File: config.mk
export PLATFORM = sky130hd
export DESIGN_NAME = irq_ctrl_top
export DESIGN_NICKNAME = d
export VERILOG_FILES = /design/src/rtl/irq_pkg.sv /design/src/rtl/irq_sync.sv /design/src/rtl/irq_pending.sv /design/src/rtl/irq_prio.sv /design/src/rtl/irq_ctrl_top.sv
export SDC_FILE = /design/constraint.sdc
export NUM_CORES = 1
export LEC_CHECK = 0
export CAP_MARGIN = 10
export CORE_MARGIN = 3
export CORE_UTILIZATION = 50
export CTS_BUF_LIST = sky130_fd_sc_hd__clkbuf_8 sky130_fd_sc_hd__clkbuf_16
export CTS_CLUSTER_DIAMETER = 200
export DETAILED_ROUTE_END_ITERATION = 6
export PLACE_DENSITY = 0.75
export SLEW_MARGIN = 30
export SYNTH_ARGS = -nofsm -noshare
export SYNTH_HDL_FRONTEND = slang
export SYNTH_SLANG_ARGS = --single-unit
export TNS_END_PERCENT = 20
File: constraint.sdc
create_clock -name clk -period 1.6 [get_ports clk]
set_input_delay 0.16 -clock clk [delete_from_list [all_inputs] [get_ports clk]]
set_output_delay 0.16 -clock clk [all_outputs]
set_load 0.005 [all_outputs]
File: src/rtl/irq_pkg.sv
// Shared types and register word offsets of the interrupt controller.
package irq_pkg;
    typedef enum logic [1:0] {
        ROLE_NONE      = 2'd0,
        ROLE_PRIMARY   = 2'd1,
        ROLE_SECONDARY = 2'd2,
        ROLE_LAST      = 2'd3
    } role_e;

    localparam int OFF_RAW    = 0;
    localparam int OFF_ACTIVE = 1;
    localparam int OFF_EN     = 2;
    localparam int OFF_ACK    = 3;
    localparam int OFF_EN_SET = 4;
    localparam int OFF_EN_CLR = 5;
    localparam int OFF_VECTOR = 6;
    localparam int OFF_CTRL   = 7;
    localparam int OFF_THRESH = 8;
    localparam int OFF_INJECT = 9;
endpackage

File: src/rtl/irq_sync.sv
// Two-flop synchronizer per line, followed by a per-line event qualifier.
// The output is the rising edge for edge lines and the synchronized level
// for level lines. Assumes the raw lines are asynchronous to clk.
module irq_sync #(
    parameter int          W         = 32,
    parameter logic [W-1:0] EDGE_MASK = '0
) (
    input  logic         clk,
    input  logic         rst_n,
    input  logic [W-1:0] raw,
    output logic [W-1:0] evt
);
    logic [W-1:0] meta_q, sync_q, prev_q;

    // Two-stage synchronization plus one delayed copy for edge detection.
    always_ff @(posedge clk) begin
        if (!rst_n) begin
            meta_q <= '0;
            sync_q <= '0;
            prev_q <= '0;
        end else begin
            meta_q <= raw;
            sync_q <= meta_q;
            prev_q <= sync_q;
        end
    end

    for (genvar i = 0; i < W; i++) begin : g_line
        if (EDGE_MASK[i]) begin : g_edge
            assign evt[i] = sync_q[i] & ~prev_q[i];
        end else begin : g_level
            assign evt[i] = sync_q[i];
        end
    end
endmodule

File: src/rtl/irq_pending.sv
// Pending register: a set event takes priority over an acknowledge in the
// same cycle, so an event close to the acknowledge is not lost.
module irq_pending #(
    parameter int W = 32
) (
    input  logic         clk,
    input  logic         rst_n,
    input  logic [W-1:0] set_vec,
    input  logic [W-1:0] clr_vec,
    output logic [W-1:0] pend
);
    // Hold, clear on acknowledge, set on event.
    always_ff @(posedge clk) begin
        if (!rst_n) pend <= '0;
        else        pend <= (pend & ~clr_vec) | set_vec;
    end

    // an acknowledged bit with no competing set is clear next cycle.
    a_r3_ack_clears: assert property (@(posedge clk) disable iff (!rst_n)
        1'b1 |=> ((pend & $past(clr_vec & ~set_vec)) == '0));

    // acknowledge never clears a bit that has a simultaneous set.
    a_r3_set_wins: assert property (@(posedge clk) disable iff (!rst_n)
        1'b1 |=> ((pend & $past(set_vec)) == $past(set_vec)));
endmodule

File: src/rtl/irq_prio.sv
// Fixed-priority encoder: the lowest-numbered request bit wins.
module irq_prio #(
    parameter int W     = 32,
    parameter int IDX_W = $clog2(W)
) (
    input  logic             clk,
    input  logic             rst_n,
    input  logic [W-1:0]     req,
    output logic             valid,
    output logic [IDX_W-1:0] idx
);
    // Scan from the lowest priority down so the lowest index is kept last.
    always_comb begin
        valid = 1'b0;
        idx   = '0;
        for (int i = W - 1; i >= 0; i--) begin
            if (req[i]) begin
                valid = 1'b1;
                idx   = IDX_W'(i);
            end
        end
    end

    // the chosen bit is requested and no lower-numbered bit is.
    a_r2_lowest_wins: assert property (@(posedge clk) disable iff (!rst_n)
        valid |-> (req[idx] && ((req & ((W'(1) << idx) - W'(1))) == '0)));

    // no winner only when there is no request at all.
    a_r2_none_empty: assert property (@(posedge clk) disable iff (!rst_n)
        !valid |-> (req == '0));
endmodule

File: src/rtl/irq_ctrl_top.sv
// Interrupt controller top: register port, enable and threshold gating,
// master enable, test/run mode and chain link on the last line.
// Assumes a single writer on the register port; reads are combinational.
module irq_ctrl_top #(
    parameter int             NUM_SRC   = 32,
    parameter int             ADDR_W    = 4,
    parameter irq_pkg::role_e ROLE      = irq_pkg::ROLE_NONE,
    parameter logic [NUM_SRC-1:0] EDGE_MASK = '0
) (
    input  logic               clk,
    input  logic               rst_n,
    input  logic [NUM_SRC-1:0] irq_in,
    input  logic               cascade_in,
    input  logic [ADDR_W-1:0]  addr,
    input  logic               wr_en,
    input  logic [NUM_SRC-1:0] wdata,
    output logic [NUM_SRC-1:0] rdata,
    output logic               irq_out
);
    import irq_pkg::*;

    localparam int  W       = NUM_SRC;
    localparam int  IDX_W   = $clog2(W);
    localparam bit  CHAINED = (ROLE == ROLE_PRIMARY) || (ROLE == ROLE_SECONDARY);
    localparam logic [W-1:0] EFF_EDGE = CHAINED ? {1'b0, EDGE_MASK[W-2:0]} : EDGE_MASK;

    logic [W-1:0]     en_q, thr_q, pend, hw_evt, raw, set_vec, clr_vec;
    logic [W-1:0]     thr_mask, active;
    logic             me_q, run_q, irq_q, vec_valid;
    logic [IDX_W-1:0] vec_idx;
    logic             wr_ack, wr_en_all, wr_en_set, wr_en_clr, wr_ctrl, wr_thr, wr_inj;

    assign wr_ack    = wr_en && (addr == ADDR_W'(OFF_ACK));
    assign wr_en_all = wr_en && (addr == ADDR_W'(OFF_EN));
    assign wr_en_set = wr_en && (addr == ADDR_W'(OFF_EN_SET));
    assign wr_en_clr = wr_en && (addr == ADDR_W'(OFF_EN_CLR));
    assign wr_ctrl   = wr_en && (addr == ADDR_W'(OFF_CTRL));
    assign wr_thr    = wr_en && (addr == ADDR_W'(OFF_THRESH));
    assign wr_inj    = wr_en && (addr == ADDR_W'(OFF_INJECT));

    // Line W-1 carries the downstream request in the chained roles.
    assign raw = {CHAINED ? cascade_in : irq_in[W-1], irq_in[W-2:0]};

    irq_sync #(.W(W), .EDGE_MASK(EFF_EDGE)) u_sync (
        .clk(clk), .rst_n(rst_n), .raw(raw), .evt(hw_evt)
    );

    // Hardware events count only in run mode; injection only in test mode.
    always_comb begin
        set_vec = run_q ? hw_evt : '0;
        if (wr_inj && !run_q) set_vec = set_vec | wdata;
        clr_vec = wr_ack ? wdata : '0;
    end

    irq_pending #(.W(W)) u_pend (
        .clk(clk), .rst_n(rst_n), .set_vec(set_vec), .clr_vec(clr_vec), .pend(pend)
    );

    // Enable mask with whole-word, set-bits and clear-bits writes.
    always_ff @(posedge clk) begin
        if (!rst_n)         en_q <= '0;
        else if (wr_en_all) en_q <= wdata;
        else if (wr_en_set) en_q <= en_q | wdata;
        else if (wr_en_clr) en_q <= en_q & ~wdata;
    end

    // Control bits and nesting threshold.
    always_ff @(posedge clk) begin
        if (!rst_n) begin
            me_q  <= 1'b0;
            run_q <= 1'b0;
            thr_q <= '1;
        end else begin
            if (wr_ctrl) begin
                me_q  <= wdata[0];
                run_q <= wdata[1];
            end
            if (wr_thr) thr_q <= wdata;
        end
    end

    // Sources below the threshold value may raise the request.
    for (genvar i = 0; i < W; i++) begin : g_thr
        assign thr_mask[i] = (W'(i) < thr_q);
    end

    assign active = pend & en_q & thr_mask;

    // Registered processor request.
    always_ff @(posedge clk) begin
        if (!rst_n) irq_q <= 1'b0;
        else        irq_q <= me_q && (|active);
    end
    assign irq_out = irq_q;

    irq_prio #(.W(W), .IDX_W(IDX_W)) u_prio (
        .clk(clk), .rst_n(rst_n), .req(pend & en_q), .valid(vec_valid), .idx(vec_idx)
    );

    // Read multiplexer.
    always_comb begin
        case (int'(addr))
            OFF_RAW:    rdata = pend;
            OFF_ACTIVE: rdata = pend & en_q;
            OFF_EN:     rdata = en_q;
            OFF_VECTOR: rdata = vec_valid ? W'(vec_idx) : '1;
            OFF_CTRL:   rdata = {{(W-2){1'b0}}, run_q, me_q};
            OFF_THRESH: rdata = thr_q;
            default:    rdata = '0;
        endcase
    end

    // with the master enable off, the request is low next cycle.
    a_r5_master_gate: assert property (@(posedge clk) disable iff (!rst_n)
        !me_q |=> !irq_out);

    // a request is raised only for an earlier enabled, unmasked source.
    a_r6_req_cause: assert property (@(posedge clk) disable iff (!rst_n)
        irq_out |-> $past(me_q && (|(pend & en_q & thr_mask))));

    // in test mode without an injection write no pending bit appears.
    a_r10_test_mode: assert property (@(posedge clk) disable iff (!rst_n)
        (!run_q && !wr_inj) |=> ((pend & ~$past(pend)) == '0));

    // an injection write in run mode sets no bit that hardware did not.
    a_r10_run_inject: assert property (@(posedge clk) disable iff (!rst_n)
        (run_q && wr_inj) |=> ((pend & ~$past(pend) & ~$past(hw_evt)) == '0));
endmodule

# == Word level (Yosys, flattened, before mapping) ==
# Index checks and enable logic that the tools add are counted.
# Widths: inputs -> output; s select.
# op_classes
order_cmp,32
eq_ne,9
muxes,72
bitwise,9
n_reduce_logical,13
# ops
cell,n
$lt 5x32->1 const A,16
$lt 4x32->1 const A,8
$mux 32,7
$pmux 32 s6,1
$mux 5,32
$and 32x32->32,4
$lt 3x32->1 const A,4
$or 32x32->32,3
$lt 1x32->1 const A,2
$lt 2x32->1 const A,2
$not 32->32,2
$mux 1,32
$reduce_or 32->1,1
$eq 4x3->1 const B,4
$logic_and 1x1->1,9
$eq 4x2->1 const B,2
$eq 4x4->1 const B,2
$eq 4x1->1 const B,1
$logic_not 4->1,1
$reduce_bool 3->1,1
$logic_not 1->1,1
# word_totals
register_bits,163
input_bits,72
out_inout_bits,33
wordCells,143

# == Depth between registers and ports, before layout ==
# Gate-level depths: netlist of run 1.
# logic_depth
depth_word,35
mapped_depth,8
depth_no_buf,6

# == By module ==
# From an unflattened synthesis of run 1, not the netlist that was laid out.
# unflattened
cells_unflattened,963
area_unflattened_um2,8035.2
# by_module_without_submodules
module,instances,cells_per_inst,area_per_inst_um2,seq_area_each_um2
irq_ctrl_top,1,665,4758.3,1341.3
irq_sync,1,134,1791.7,1281.2
irq_pending,1,99,1114.8,640.6
irq_prio,1,65,370.4,0.0

# == Worst setup path before layout of run 1 ==
# OpenSTA, ideal clock, no wires.
# synth_path
path_type,register to output
start,register u_pend.pend[18]
end,output port rdata[11]
arrival_time_ns,1.505
t_required_ns,1.440
path_slack_ns,-0.065
path_stages_with_launch,8
path_buffers,2
cell_sequence,dfxtp_1 -> a22oi_2 -> nand4_2 -> nor4_2 -> nand3_2 -> buf_6 -> buf_8 -> nand3_1
# synth_via
elab_chain_cells,22
# synth_lines
element,line_no,rtl
from (decl),irq_pending.sv:10,output logic [W-1:0] pend
from (signal assigned),irq_pending.sv:15,else pend <= (pend & ~clr_vec) | set_vec;
$and 32x32->32,irq_ctrl_top.sv:97,".clk(clk), .rst_n(rst_n), .req(pend & en_q), .valid(vec_valid), .idx(vec_idx)"
$mux 1 (19 in a row),irq_prio.sv:17,if (req[i]) begin
$mux 32,irq_ctrl_top.sv:106,OFF_VECTOR: rdata = vec_valid ? W'(vec_idx) : '1;
$pmux 32 s6,irq_ctrl_top.sv:102,case (int'(addr))
to (decl),irq_ctrl_top.sv:17,"output logic [NUM_SRC-1:0] rdata,"
# Every way passes these cells.

==> results of run 1 <==
## cell type report
| cell class | instances | area (um2) |
|---|---|---|
| fill | 1080 | 3590 |
| inverter | 5 | 18.8 |
| clock inverter | 14 | 129 |
| sequential | 163 | 3270 |
| multi-input combinational | 670 | 4280 |
| tap | 184 | 230 |
| clock buffer | 17 | 425 |
| timing repair buffer | 319 | 2810 |
## cells in the mapped netlist, types with 2 or more instances
cell | instances | area (um2)
nand2_1 | 168 | 631
dfxtp_1 | 163 | 3260
nand3_1 | 72 | 360
nor2b_1 | 68 | 425
and2_1 | 67 | 419
o21ai_0 | 47 | 235
a22oi_1 | 42 | 315
clkbuf_1 | 39 | 146
a222oi_1 | 33 | 330
a32oi_1 | 30 | 263
buf_2 | 18 | 90.1
a21oi_1 | 17 | 85.1
nand2b_1 | 13 | 81.3
nand4_1 | 10 | 62.6
nor2_1 | 10 | 37.5
or2b_2 | 10 | 87.6
nor4_1 | 9 | 56.3
o211ai_1 | 8 | 60.1
or2b_1 | 6 | 45.0
buf_4 | 5 | 37.5
inv_1 | 5 | 18.8
nor3_1 | 5 | 25.0
o22ai_1 | 5 | 31.3
a21boi_0 | 4 | 30.0
a221oi_1 | 3 | 26.3
a22oi_2 | 3 | 37.5
a31oi_1 | 3 | 18.8
nor2_2 | 3 | 18.8
a22o_1 | 2 | 17.5
a31o_2 | 2 | 17.5
and3_1 | 2 | 12.5
buf_8 | 2 | 30.0
dlygate4sd1_1 | 2 | 17.5
mux2i_1 | 2 | 20.0
nand3_2 | 2 | 20.0
nand3b_1 | 2 | 15.0
o2111ai_1 | 2 | 17.5
## critical path, cell delays in order, from the launching register on
cell	delay [ps]
dfxtp_2	320
a22oi_2	190
buf_4	160
nand2_4	50
buf_4	140
buf_4	120
o211ai_1	190
a31oi_1	140
o21bai_1	230
a41o_1	220
buf_2	120
## repair_timing
action	CTS	global route
pin swaps	18	12
setup buffers	13	7
setup endpoints to repair	129	118
resized for setup	190	25
gates cloned	3	0
## through the flow
step	TNS (ps)	utilization [%]	hold slack [ps]	setup WS, ps
2_1_floorplan	0	-	284	36.5
5_1_grt	-31870	75.7	154	-944
3_5_place_dp	-87390	69.2	417	-1010
6_report	-25350	75.7	149	-890
4_1_cts	-26470	75.1	135	-898
3_3_place_gp	-80350	69.2	413	-900
## final timing paths
kind / from / to / slack (ps) / cells after the start
setup / recovery: register / rdata[2] / -890 / 10
hold / removal: rst_n / thr_q[6] / 150 / 2
setup reg to reg: register / irq_out / -450 / 9
hold reg to reg: u_sync.meta_q[7] / u_sync.evt[7] / 430 / 1
## kinds of logic after synthesis
| kind of cell | synth area share, % |
|---|---|
| and+or+nand+nor | 31.6 |
| buffers and inverters | 4.66 |
| muxes | 0.409 |
| DFF | 42.7 |
| xor gates and xnor gates | 0.115 |
| AOI/OAI and AO/OA | 20.5 |
## power groups by stage
stage               Clock, mW  Sequential [mW]  Combinational, mW
floorplan                   0             4.32              0.403
global placement            0             4.32              0.950
detailed placement          0             4.33              0.968
CTS                      3.92             4.24              0.990
global route             4.09             4.25               1.09
finish                   3.90             4.24               1.01
## routing by layer
layer	global-route usage [%]	vias up	wire length, um
met5	0	-	0
met4	12.3	0	738
met3	6.97	62	2480
met2	50.7	447	12400
met1	40.7	3909	10600
li1	-	3821	-
==> impl_metrics.tcl, run 1 <==
set metrics [dict create \
    drt_iter0_drc 877 \
    rsz0062_at_grt "true" \
    fin_crit_ps 2490 \
    path_max_fanout 2 \
    cts_sinks 163 \
    async_flop_share_pct 0 \
    syn_nets 978 \
    drv_cap 0 \
    routedWlPerCell_um 19.1 \
    dieHeight_um 130 \
    crit_required_ps 1440 \
    routed_wl_um 26100 \
    worst_slack_ps -890 \
    synth_edf_count 0 \
    diodes 0 \
    start_util_pct 51.8 \
    overflow 0 \
    worst_pin_slew_ps 474 \
    final_max_slew_viol_count 0 \
    synth_cell_type_count 59 \
    hpwlAfterDp_um 17500 \
    fmax_mhz 402 \
    mostFrequentLayoutCell "buf_4" \
    grtUsageTotal_pct 31.3 \
    die_w_um 130 \
    vias 8239 \
    ys_seq_area_share_pct 42.7 \
    layout_common_cells "buf_4 (184), nand2_1 (163), dfxtp_1 (159)" \
    antenna_left 0 \
    final_nets 1248 \
    clkTransAtPathRegs_ps 70 \
    clk_path_buf_depth 2 \
    ys_warn_count 0 \
    skew_ps 6.45 \
    pin_count 105 \
    drc 0 \
    cts_buffers 17 \
    p_int_mw 6.88 \
    timing.slew.headroom_pct 68.4 \
    htree_num_levels 4 \
    drt_first_pass_iters 7 \
    finalNonFillerCells 1372 \
    num_rows 44 \
    hold_viol 0 \
    ir_worst_vdd_uv 752 \
    finalSetupViolCount 48 \
    violations "setup timing" \
    startpoint_type "register" \
    grt_pass1_wl_um 41300 \
    post_dp_cell_area_um2 10200 \
    grt_pass1_vias 8131 \
    routabilityCongestion 0.959 \
    final.period_utilization_pct 156 \
    status "complete, but fails checks" \
    synth_area_um2 7650 \
    powerDensity_nw_per_um2 820 \
    power.total_mw 9.15 \
    synth_cells 906 \
    worst_ep_arrival_time_ps 2330 \
    cts_tree "done" \
    cts_hold_buf 0 \
    drive_above_1_share_pct 30.1 \
    p_leak_nw 4.83 \
    switching_share_pct 24.9 \
    clkPwrFrac_pct 42.6 \
    viasPerCell 6.01 \
    power.switching_mw 2.27 \
    grt_max_degree 45 \
    synth_area_per_cell_um2 8.44 \
    end_kind "output pin" \
    clock_latency_ps 430 \
    synth_top_flop_cell "dfxtp_1" \
    placed_cells 1322 \
    power_frac_seq_pct 46.3 \
    clock-root-buffer "clkbuf_16" \
    grt_antenna_before_repair 0 \
    fp.coreArea_um2 14800 \
    synth-seq-cells 163 \
    dieArea_um2 16800 \
    worstHoldPathType "primary input to register" \
    fin_area_um2 11200 \
    io_buffer_count 103 \
    path_class "register to output pin" \
    syn2layout_area_growth_pct 46.0 \
    pwr-share-comb_pct 11.1 \
]
Power figures use the tool's default switching activity.
==> run 2: changes to the inputs <==
--- a/config.mk
+++ b/config.mk
@@ -11,7 +11,8 @@
 export CTS_BUF_LIST = sky130_fd_sc_hd__clkbuf_8 sky130_fd_sc_hd__clkbuf_16
 export CTS_CLUSTER_DIAMETER = 200
 export DETAILED_ROUTE_END_ITERATION = 6
-export PLACE_DENSITY = 0.75
+export DONT_BUFFER_PORTS = 1
+export PLACE_DENSITY = 0.66
 export SLEW_MARGIN = 30
 export SYNTH_ARGS = -nofsm -noshare
 export SYNTH_HDL_FRONTEND = slang
==> run 2 against run 1 <==
The run still ends with setup timing left. Critical path type unchanged. Utilization down 2.4 points. Fmax up 14%. Wire length up 5.6%. Final cell count down 2.5%. Global-route usage up 1.6 points. Sequential power about the same. Power down 1.4%. Die area unchanged. Sequential share of layout area up 0.92 points. Final area down 3.1%. Clock power up 1%. Largest power group unchanged. Non-clock buffer count down 35.
==> impl_metrics.tcl, run 2 (synthesized netlist as in run 1, its figures left out) <==
set metrics [dict create \
    status "complete, but fails checks" \
    violations "setup timing" \
    top_usage_layer "met2" \
    start_util_pct 51.8 \
    whs_path_depth 3 \
    cts_sinks 163 \
    end_kind "output pin" \
    routed_wl_um 27600 \
    fin_crit_ps 2190 \
    clock-root-buffer "clkbuf_16" \
    vias 8282 \
    ir_worst_vdd_uv 816 \
    path_class "register to output pin" \
    crit_slowest_cell "dfxtp_2" \
    htree_num_levels 4 \
    grt_antenna_before_repair 0 \
    grt_pass1_wl_um 43400 \
    r2r_cells 8 \
    grt_pass1_vias 8292 \
    worst_slack_ps -586 \
    clk_path_buf_depth 2 \
    path_cells "a22oi_2 > nand2_2 > buf_4 > o211ai_1 > a31oi_1 > o21bai_1 > a41o_1" \
    powerDensity_nw_per_um2 835 \
    grt_max_degree 114 \
    diodes 0 \
    drc 0 \
    grt.met3_usage_pct 8.12 \
    final_nets 1213 \
    multi_input_area_um2 4200 \
    worst_ep_arrival_time_ps 2030 \
    clock_latency_ps 440 \
    routedWlPerCell_um 20.6 \
    num_rows 44 \
    worstHoldPathType "primary input to register" \
    hp-start "wdata[26]" \
    worst_pin_slew_ps 477 \
    nFillCells 1086 \
    layout_common_cells "nand2_1 (164), dfxtp_1 (161), buf_4 (160)" \
    viasPerCell 6.19 \
    mostFrequentLayoutCell "nand2_1" \
    dieArea_um2 16800 \
    dieHeight_um 130 \
    die_w_um 130 \
    timing.rr.start "thr_q[16]" \
    antenna_left 0 \
    routabilityCongestion 0.978 \
    finalSetupViolCount 33 \
    r2r-end "irq_out" \
    final_max_slew_viol_count 0 \
    hold_viol 0 \
    rsz0062_at_grt "true" \
    path_max_fanout 2 \
    crit_required_ps 1440 \
    cts_buffers 17 \
    tns_ps -16910 \
    fmax_mhz 458 \
    hold_ws_ps 17.1 \
    grtUsageTotal_pct 32.9 \
    drive_above_1_share_pct 22.6 \
    io_buffer_count 0 \
    p_leak_nw 4.45 \
    max_stage_delay_ps 330 \
    use_met2_pct 54.6 \
    timing.slew.headroom_pct 68.2 \
    drt_first_pass_iters 6 \
    fp.coreArea_um2 14800 \
    final.period_utilization_pct 137 \
    skew_ps 8.99 \
    overflow 0 \
    rrSetupSlack_ps -280 \
    grt_util_met1_pct 41.7 \
    hpwlAfterDp_um 17200 \
    drv_cap 0 \
    seqCellArea_um2 3270 \
    drt_iter0_drc 1053 \
    startpoint_type "register" \
    cts_tree "done" \
    syn2layout_area_growth_pct 41.4 \
    pin_count 105 \
    clkTransAtPathRegs_ps 60 \
]
[run 2: cell types whose count changed in the layout (fill, tap and decap cells not counted), sizes merged, moves of 2 or more]
cell / delta
dlygate4sd3: +114
buf: -78
clkdlybuf4s50: -69
clkinv: +2
[run 2: timing repair]
item                       in CTS  in global routing
setup endpoints to repair      33                 34
setup buffers                   3                  0
pin swaps                       9                  6
gates resized for setup        26                  8
hold buffers                  115                  0
hold endpoints to repair      163                  0
[run 2: area by class of cell]
cell class,count,share of cell area (%)
Sequential cell,163,30.2
Inverter,5,0.174
Timing Repair Buffer,284,23.4
Clock inverter,14,1.18
Tap cell,184,2.13
Clock buffer,18,4.06
Multi-Input combinational cell,670,38.8
[run 2: where the power goes]
group	internal (mW)	total (mW)	switching, mW	leakage [nW]
Combinational	0.446	0.820	0.374	2.83
Sequential	4.18	4.25	0.0682	1.33
Clock	2.20	3.95	1.76	0.281
[run 2: stage by stage]
step | utilization, % | setup WS (ps) | instance area (um2) | power (mW) | instances
2_1_floorplan | - | 36.5 | 7650 | 4.73 | 906
3_3_place_gp | 60.3 | -334 | 8900 | 4.85 | 1188
3_5_place_dp | 60.3 | -459 | 8900 | 4.87 | 1188
4_1_cts | 73.0 | -607 | 10800 | 9.04 | 1338
5_1_grt | 73.3 | -694 | 10800 | 9.31 | 1338
6_report | 73.3 | -586 | 10800 | 9.03 | 1338
[run 2: worst max path at each step]
| stage | from | end | slack (ps) |
|---|---|---|---|
| finish | register | rdata[2] | -590 |
| global route | register | rdata[2] | -690 |
| CTS | register | rdata[2] | -610 |
| detailed placement | thr_q[16] | irq_out | -460 |
| global placement | thr_q[16] | irq_out | -330 |
| floorplan | u_pend.pend[27] | rdata[11] | 40 |
[run 2: metal layers]
| layer | routed length (um) | up-vias |
|---|---|---|
| met5 | 0 | - |
| met4 | 728 | 0 |
| met3 | 2530 | 84 |
| met2 | 13300 | 478 |
| met1 | 11100 | 3972 |
| li1 | - | 3748 |
[run 2: worst max-delay path, delay by kind of cell, from the launching register on]
family	cells	cell delay, ps
AOI/OAI and AO/OA	5	980
DFF	1	330
buffers and inverters	1	150
and+or+nand+nor	1	120
